--- src/rtl/dbgs_pkg.sv ---
package dbgs_pkg;

    localparam int REC_LEN  = 13;
    localparam int IDX_W    = $clog2(REC_LEN);
    localparam int RES_W    = 32;
    localparam int FBYTES_W = 24;
    localparam int MEAS_W   = 8;
    localparam int N_RATE   = 2;   // 0: input path, 1: output path
    localparam int N_TIMER  = 2;   // 0: write, 1: processing
    localparam int MS_PER_S = 1000;

    typedef logic [MEAS_W-1:0] meas_t;

    typedef struct packed {
        logic [7:0]          dev_state;
        logic [RES_W-1:0]    src_res;
        meas_t               fps_in;
        meas_t               fps_out;
        meas_t               wr_ms;
        meas_t               proc_ms;
        meas_t               drops;
        logic [FBYTES_W-1:0] frame_bytes;
    } status_rec_t;

    typedef enum logic {SER_IDLE, SER_SEND} ser_state_t;

    function automatic meas_t sat_inc(input meas_t v);
        return (v == '1) ? v : v + 1'b1;
    endfunction

    function automatic logic [7:0] rec_byte(input status_rec_t r, input logic [IDX_W-1:0] idx);
        logic [7:0] b;
        case (idx)
            4'd0:    b = r.dev_state;
            4'd1:    b = r.src_res[7:0];
            4'd2:    b = r.src_res[15:8];
            4'd3:    b = r.src_res[23:16];
            4'd4:    b = r.src_res[31:24];
            4'd5:    b = r.fps_in;
            4'd6:    b = r.fps_out;
            4'd7:    b = r.wr_ms;
            4'd8:    b = r.proc_ms;
            4'd9:    b = r.drops;
            4'd10:   b = r.frame_bytes[7:0];
            4'd11:   b = r.frame_bytes[15:8];
            4'd12:   b = r.frame_bytes[23:16];
            default: b = 8'h00;
        endcase
        return b;
    endfunction

endpackage

--- src/rtl/dbgs_tick_gen.sv ---
module dbgs_tick_gen #(
    parameter int unsigned CLK_HZ = 125_000_000
) (
    input  logic clk,
    input  logic rst,
    output logic ms_tick,
    output logic sec_tick
);
    import dbgs_pkg::*;

    localparam int unsigned CYC_PER_MS = (CLK_HZ / 1000 > 0) ? CLK_HZ / 1000 : 1;
    localparam int MSC_W = (CYC_PER_MS > 1) ? $clog2(CYC_PER_MS) : 1;
    localparam int SEC_W = $clog2(MS_PER_S);

    logic [MSC_W-1:0] ms_cnt;
    logic [SEC_W-1:0] sec_cnt;

    assign ms_tick  = (ms_cnt == MSC_W'(CYC_PER_MS - 1));
    assign sec_tick = ms_tick && (sec_cnt == SEC_W'(MS_PER_S - 1));

    always_ff @(posedge clk) begin
        if (rst) begin
            ms_cnt  <= '0;
            sec_cnt <= '0;
        end else begin
            if (ms_tick) begin
                ms_cnt <= '0;
                if (sec_tick) sec_cnt <= '0;
                else          sec_cnt <= sec_cnt + 1'b1;
            end else begin
                ms_cnt <= ms_cnt + 1'b1;
            end
        end
    end
endmodule

--- src/rtl/dbgs_rate_meter.sv ---
module dbgs_rate_meter (
    input  logic             clk,
    input  logic             rst,
    input  logic             sec_tick,
    input  logic             strobe,
    output dbgs_pkg::meas_t  rate
);
    import dbgs_pkg::*;

    meas_t cnt;

    always_ff @(posedge clk) begin
        if (rst) begin
            cnt  <= '0;
            rate <= '0;
        end else if (sec_tick) begin
            rate <= strobe ? sat_inc(cnt) : cnt;
            cnt  <= '0;
        end else if (strobe) begin
            cnt <= sat_inc(cnt);
        end
    end
endmodule

--- src/rtl/dbgs_busy_timer.sv ---
module dbgs_busy_timer (
    input  logic             clk,
    input  logic             rst,
    input  logic             ms_tick,
    input  logic             busy,
    output logic             done,
    output dbgs_pkg::meas_t  ms_out
);
    import dbgs_pkg::*;

    logic  busy_q;
    meas_t cnt;

    assign done = busy_q && !busy;

    always_ff @(posedge clk) begin
        if (rst) begin
            busy_q <= 1'b0;
            cnt    <= '0;
            ms_out <= '0;
        end else begin
            busy_q <= busy;
            if (!busy)        cnt <= '0;
            else if (ms_tick) cnt <= sat_inc(cnt);
            if (done)         ms_out <= cnt;
        end
    end
endmodule

--- src/rtl/dbgs_drop_ratio.sv ---
module dbgs_drop_ratio (
    input  logic             clk,
    input  logic             rst,
    input  logic             drop_stb,
    input  logic             proc_done,
    output dbgs_pkg::meas_t  ratio
);
    import dbgs_pkg::*;

    meas_t cnt;

    always_ff @(posedge clk) begin
        if (rst) begin
            cnt   <= '0;
            ratio <= '0;
        end else if (proc_done) begin
            ratio <= drop_stb ? sat_inc(cnt) : cnt;
            cnt   <= '0;
        end else if (drop_stb) begin
            cnt <= sat_inc(cnt);
        end
    end
endmodule

--- src/rtl/dbgs_serializer.sv ---
module dbgs_serializer (
    input  logic                  clk,
    input  logic                  rst,
    input  logic                  send_req,
    input  dbgs_pkg::status_rec_t live,
    input  logic                  out_ready,
    output logic                  out_valid,
    output logic [7:0]            out_data,
    output logic                  out_last
);
    import dbgs_pkg::*;

    ser_state_t            st;
    status_rec_t           snap;
    logic [IDX_W-1:0]      idx;

    assign out_valid = (st == SER_SEND);
    assign out_last  = out_valid && (idx == IDX_W'(REC_LEN - 1));
    assign out_data  = out_valid ? rec_byte(snap, idx) : 8'h00;

    always_ff @(posedge clk) begin
        if (rst) begin
            st   <= SER_IDLE;
            idx  <= '0;
            snap <= '0;
        end else begin
            case (st)
                SER_IDLE: if (send_req) begin
                    snap <= live;
                    idx  <= '0;
                    st   <= SER_SEND;
                end
                SER_SEND: if (out_ready) begin
                    if (out_last) st  <= SER_IDLE;
                    else          idx <= idx + 1'b1;
                end
                default: st <= SER_IDLE;
            endcase
        end
    end
endmodule

--- src/rtl/dbg_status_streamer.sv ---
module dbg_status_streamer #(
    parameter int unsigned CLK_HZ = 125_000_000
) (
    input  logic        clk,
    input  logic        rst,
    input  logic        send_req,
    input  logic [7:0]  dev_state,
    input  logic [31:0] src_res,
    input  logic        in_frame_stb,
    input  logic        out_frame_stb,
    input  logic        wr_busy,
    input  logic        proc_busy,
    input  logic        drop_stb,
    input  logic [23:0] frame_bytes,
    input  logic        out_ready,
    output logic        out_valid,
    output logic [7:0]  out_data,
    output logic        out_last
);
    import dbgs_pkg::*;

    logic ms_tick, sec_tick;
    logic  [N_RATE-1:0]  rate_stb;
    meas_t               rate_val  [N_RATE];
    logic  [N_TIMER-1:0] busy_flag;
    logic  [N_TIMER-1:0] busy_done;
    meas_t               busy_ms   [N_TIMER];
    meas_t               drop_val;
    status_rec_t         live;

    dbgs_tick_gen #(.CLK_HZ(CLK_HZ)) u_ticks (
        .clk(clk), .rst(rst), .ms_tick(ms_tick), .sec_tick(sec_tick)
    );

    assign rate_stb  = {out_frame_stb, in_frame_stb};
    assign busy_flag = {proc_busy, wr_busy};

    for (genvar g = 0; g < N_RATE; g++) begin : g_rate
        dbgs_rate_meter u_rate (
            .clk(clk), .rst(rst), .sec_tick(sec_tick),
            .strobe(rate_stb[g]), .rate(rate_val[g])
        );
    end

    for (genvar g = 0; g < N_TIMER; g++) begin : g_timer
        dbgs_busy_timer u_tmr (
            .clk(clk), .rst(rst), .ms_tick(ms_tick), .busy(busy_flag[g]),
            .done(busy_done[g]), .ms_out(busy_ms[g])
        );
    end

    dbgs_drop_ratio u_drop (
        .clk(clk), .rst(rst), .drop_stb(drop_stb),
        .proc_done(busy_done[1]), .ratio(drop_val)
    );

    always_comb begin
        live.dev_state   = dev_state;
        live.src_res     = src_res;
        live.fps_in      = rate_val[0];
        live.fps_out     = rate_val[1];
        live.wr_ms       = busy_ms[0];
        live.proc_ms     = busy_ms[1];
        live.drops       = drop_val;
        live.frame_bytes = frame_bytes;
    end

    dbgs_serializer u_ser (
        .clk(clk), .rst(rst), .send_req(send_req), .live(live),
        .out_ready(out_ready), .out_valid(out_valid),
        .out_data(out_data), .out_last(out_last)
    );
endmodule

--- config.mk ---
export PLATFORM = sky130hd
export DESIGN_NAME = dbg_status_streamer
export DESIGN_NICKNAME = d
export VERILOG_FILES = /design/src/rtl/dbgs_pkg.sv /design/src/rtl/dbgs_tick_gen.sv /design/src/rtl/dbgs_rate_meter.sv /design/src/rtl/dbgs_busy_timer.sv /design/src/rtl/dbgs_drop_ratio.sv /design/src/rtl/dbgs_serializer.sv /design/src/rtl/dbg_status_streamer.sv
export SDC_FILE = /design/constraint.sdc
export NUM_CORES = 1
export LEC_CHECK = 0
export ABC_CLOCK_PERIOD_IN_PS = 6250
export CAP_MARGIN = 10
export CORE_MARGIN = 5
export CORE_UTILIZATION = 30
export DETAILED_ROUTE_END_ITERATION = 16
export GPL_TIMING_DRIVEN = 0
export PLACE_DENSITY = 0.51
export SLEW_MARGIN = 20
export SYNTH_ARGS = -nofsm -noshare
export SYNTH_HDL_FRONTEND = slang
export SYNTH_SLANG_ARGS = --single-unit
--- constraint.sdc ---
create_clock -name clk -period 6.25 [get_ports clk]
set_input_delay 1.25 -clock clk [delete_from_list [all_inputs] [get_ports clk]]
set_output_delay 1.25 -clock clk [all_outputs]
set_load 0.01 [all_outputs]
==> metrics <==
status=complete, no violations; RSZ-0062 raised after global routing=no; DR vias/cell=5.141; pins over their slew limit=0; adder-cell share of the synthesized area=1.473%; initial antenna violation count=0; # H-tree levels=1; clock buffer depth=3; Synth top cells by count=nand2_1, dfxtp_1, a21oi_1; I/O pin total=83; first drt pass iteration count=5; Post-CTS Hold Buffers=0; nets=1,342; Clock Skew=0.01650 ns; PwrDens=276.4 nW/um^2; # Post-CTS Setup Buffers=0; Placed Instance Area=10,650 um^2; first-pass GRT wire length=46,690 um; Async SR Flop Fraction=0%; Routed Antenna Nets=0; xor-xnor portion of the synthesized cell area=2.062%; top cells by area, synth=dfxtp_1, nand2_1, a21oi_1; post-synthesis mux area share=2.035%; main combinational cell family by area after synthesis=simple AND/OR/NAND/NOR gates; Worst slew margin=44.14%; # rows=64; Starting Density=30.47%; min Tclk post-route=4.779 ns; GRT Total Usage=16.20%; setup TNS=0 ns; R2R depth=8; Hold Violations, Final=0; RR Endpoint=g_rate[0].u_rate.rate[3]; WP data arrival=3.53 ns; maxcap violations=0; Clock Tree Root=clkbuf_16; DR WL/cell=17.67 um; global route overflow=0; later-pin clock latency in the skew report=0.52 ns; Synth Area in Simple Gates=24.07%; EDFF count, synth=0; DPL Wire Length=21,730 um; flop-to-flop setup slack=3.82 ns; Setup CP Type=reg -> out; core area=30,670 um^2; PortBufs=81; fraction of layout cells with a size suffix above 1=4.389%; worst-margin pin slew=0.8379 ns; CP endpoint kind=output pin; Mapped Cells=1,150; Min Hold Slack=0.4492 ns; Leakage Power=0.003805 uW; vias=8,596; antenna cells=0; final core occ=37.53%; Synth Area in Compound Gates=19.68%; Clk pin slew, worst setup/hold paths=0.06 ns; final wirelength=29,540 um; worst path required time=5.00 ns; synthesis warning total=0; area delta synth->final=23.15%; Synth area leader=dfxtp_1; Yosys top cell area share=46.69%; largest net degree at the start of global routing=14; most common cell in the netlist=nand2_1; Hold Crit Class=reg -> reg; CP Max Fanout=10; ys flop type=dfxtp_1; number of buffers created by CTS=25; CP startpoint=u_ser.idx[0]; #FFs+latches synth=218; clk sinks=218; Tcrit/Tclk final=76.46%; DR iter-0 viols=654; maximum VDD drop=0.0001578 V; # DRC=0; Mapped Area=9346 um^2; post-route cell area=11,510 um^2; f_max=0.2093 GHz; sequential fraction of the synthesis area=46.69%; R2R Path Start=u_ticks.ms_cnt[0]; routability-driven placement congestion ratio=0.9172; die height=186.5 um; Avg Cell Area, Syn=8.127 um^2; CTS tree=built; crit path launch type=flip-flop; Die W=186.5 um; Final Setup Violations=0; die footprint=34,780 um^2; post-synth cell types=56; Mapped Nets=1,234; PostCTS Resize Cnt=0; vias in the first global route=8,150; Critical path destination=out_data[6]
registers in the layout, summed over array words and instances, names as in the netlist:
| register | flops |
|---|---|
| g_timer.u_tmr.cnt | 16 |
| u_ser.snap | 104 |
| u_ticks.ms_cnt | 17 |
| u_ticks.sec_cnt | 10 |
| u_drop.ratio | 8 |
| g_timer.u_tmr.busy_q | 2 |
| u_ser.out_valid | 1 |
| u_ser.idx | 4 |
| g_rate.u_rate.cnt | 16 |
| u_drop.cnt | 8 |
| g_timer.u_tmr.ms_out | 16 |
| g_rate.u_rate.rate | 16 |
worst min-delay path by stage:
stage / cells past startpoint / start / slack, ns / end
final: 2 / g_rate[1].u_rate.rate[2] / 0.45 / u_ser.snap[50]
after global routing: 2 / u_drop.ratio[3] / 0.46 / u_ser.snap[27]
after CTS: 2 / g_rate[1].u_rate.rate[2] / 0.45 / u_ser.snap[50]
after detailed placement: 2 / g_rate[1].u_rate.rate[2] / 0.44 / u_ser.snap[50]
after global placement: 2 / g_rate[1].u_rate.rate[2] / 0.44 / u_ser.snap[50]
after floorplan: 2 / u_drop.ratio[0] / 0.42 / u_drop.ratio[0]
final cells by class:
cell class / count / area (um^2)
plain buffers: 82 / 316.6
clock buffers: 35 / 723.2
clock inverters: 10 / 133.9
fillers: 3168 / 19160
inverters: 15 / 56.30
multi-input cells: 835 / 4609
flip-flops and latches: 218 / 4364
well taps: 396 / 495.5
repair buffers: 81 / 810.8
through the flow:
stage | setup WS [ns] | instances | power (uW)
final | 1.471 | 1672 | 3182
after CTS | 1.500 | 1672 | 3226
after detailed placement | 2.069 | 1627 | 1692
after global placement | 2.093 | 1627 | 1692
after floorplan | 3.311 | 1150 | 1580
after global routing | 1.305 | 1672 | 3303
kinds of logic (layout without fill, tap and decap cells):
group / count (synthesis) / after routing
xor+xnor: 22 / 22
buf+inv: 97 / 223
simple gates: 477 / 477
mux: 19 / 19
compound gates: 306 / 306
fa+ha+maj: 11 / 11
flops: 218 / 218
layout by cell type (no fill, tap or decap), types with 18 or more instances in the layout:
cell type and n:
mux2i_1 19, nand2_1 263, nand3_1 38, clkbuf_1 66, a22oi_1 18, nor2_1 54, o21ai_0 42, dfxtp_1 218
a21oi_1 167, clkdlybuf4s50_1 81, nand4_1 18, clkbuf_16 25
routing by layer:
layer | share of wire (%) | GRT usage, % | vias to the layer above
li1 | - | - | 4305
met1 | 48 | 23.16 | 3985
met2 | 43 | 24.88 | 251
met3 | 6.0 | 2.933 | 55
met4 | 3.5 | 5.101 | 0
met5 | 0 | 0 | -
worst max-delay path, stage by stage, from the launching register on:
cell             delay [ns]
dfxtp_1                0.34
inv_1                  0.13
ha_1                   0.17
clkbuf_1               0.35
clkbuf_1               0.52
a222oi_1               0.21
mux2i_1                0.31
o21ai_0                0.12
a21oi_1                0.26
clkdlybuf4s50_1        0.59
power breakdown:
| group | leakage, uW | switching, uW | internal (uW) | total (uW) |
|---|---|---|---|---|
| Clock | 0.000419 | 591 | 929 | 1520 |
| Sequential | 0.00177 | 22.9 | 1420 | 1450 |
| Combinational | 0.00162 | 131 | 85.3 | 216 |
| Total | 0.00380 | 745 | 2440 | 3180 |
(Power assumes the default switching activity.)
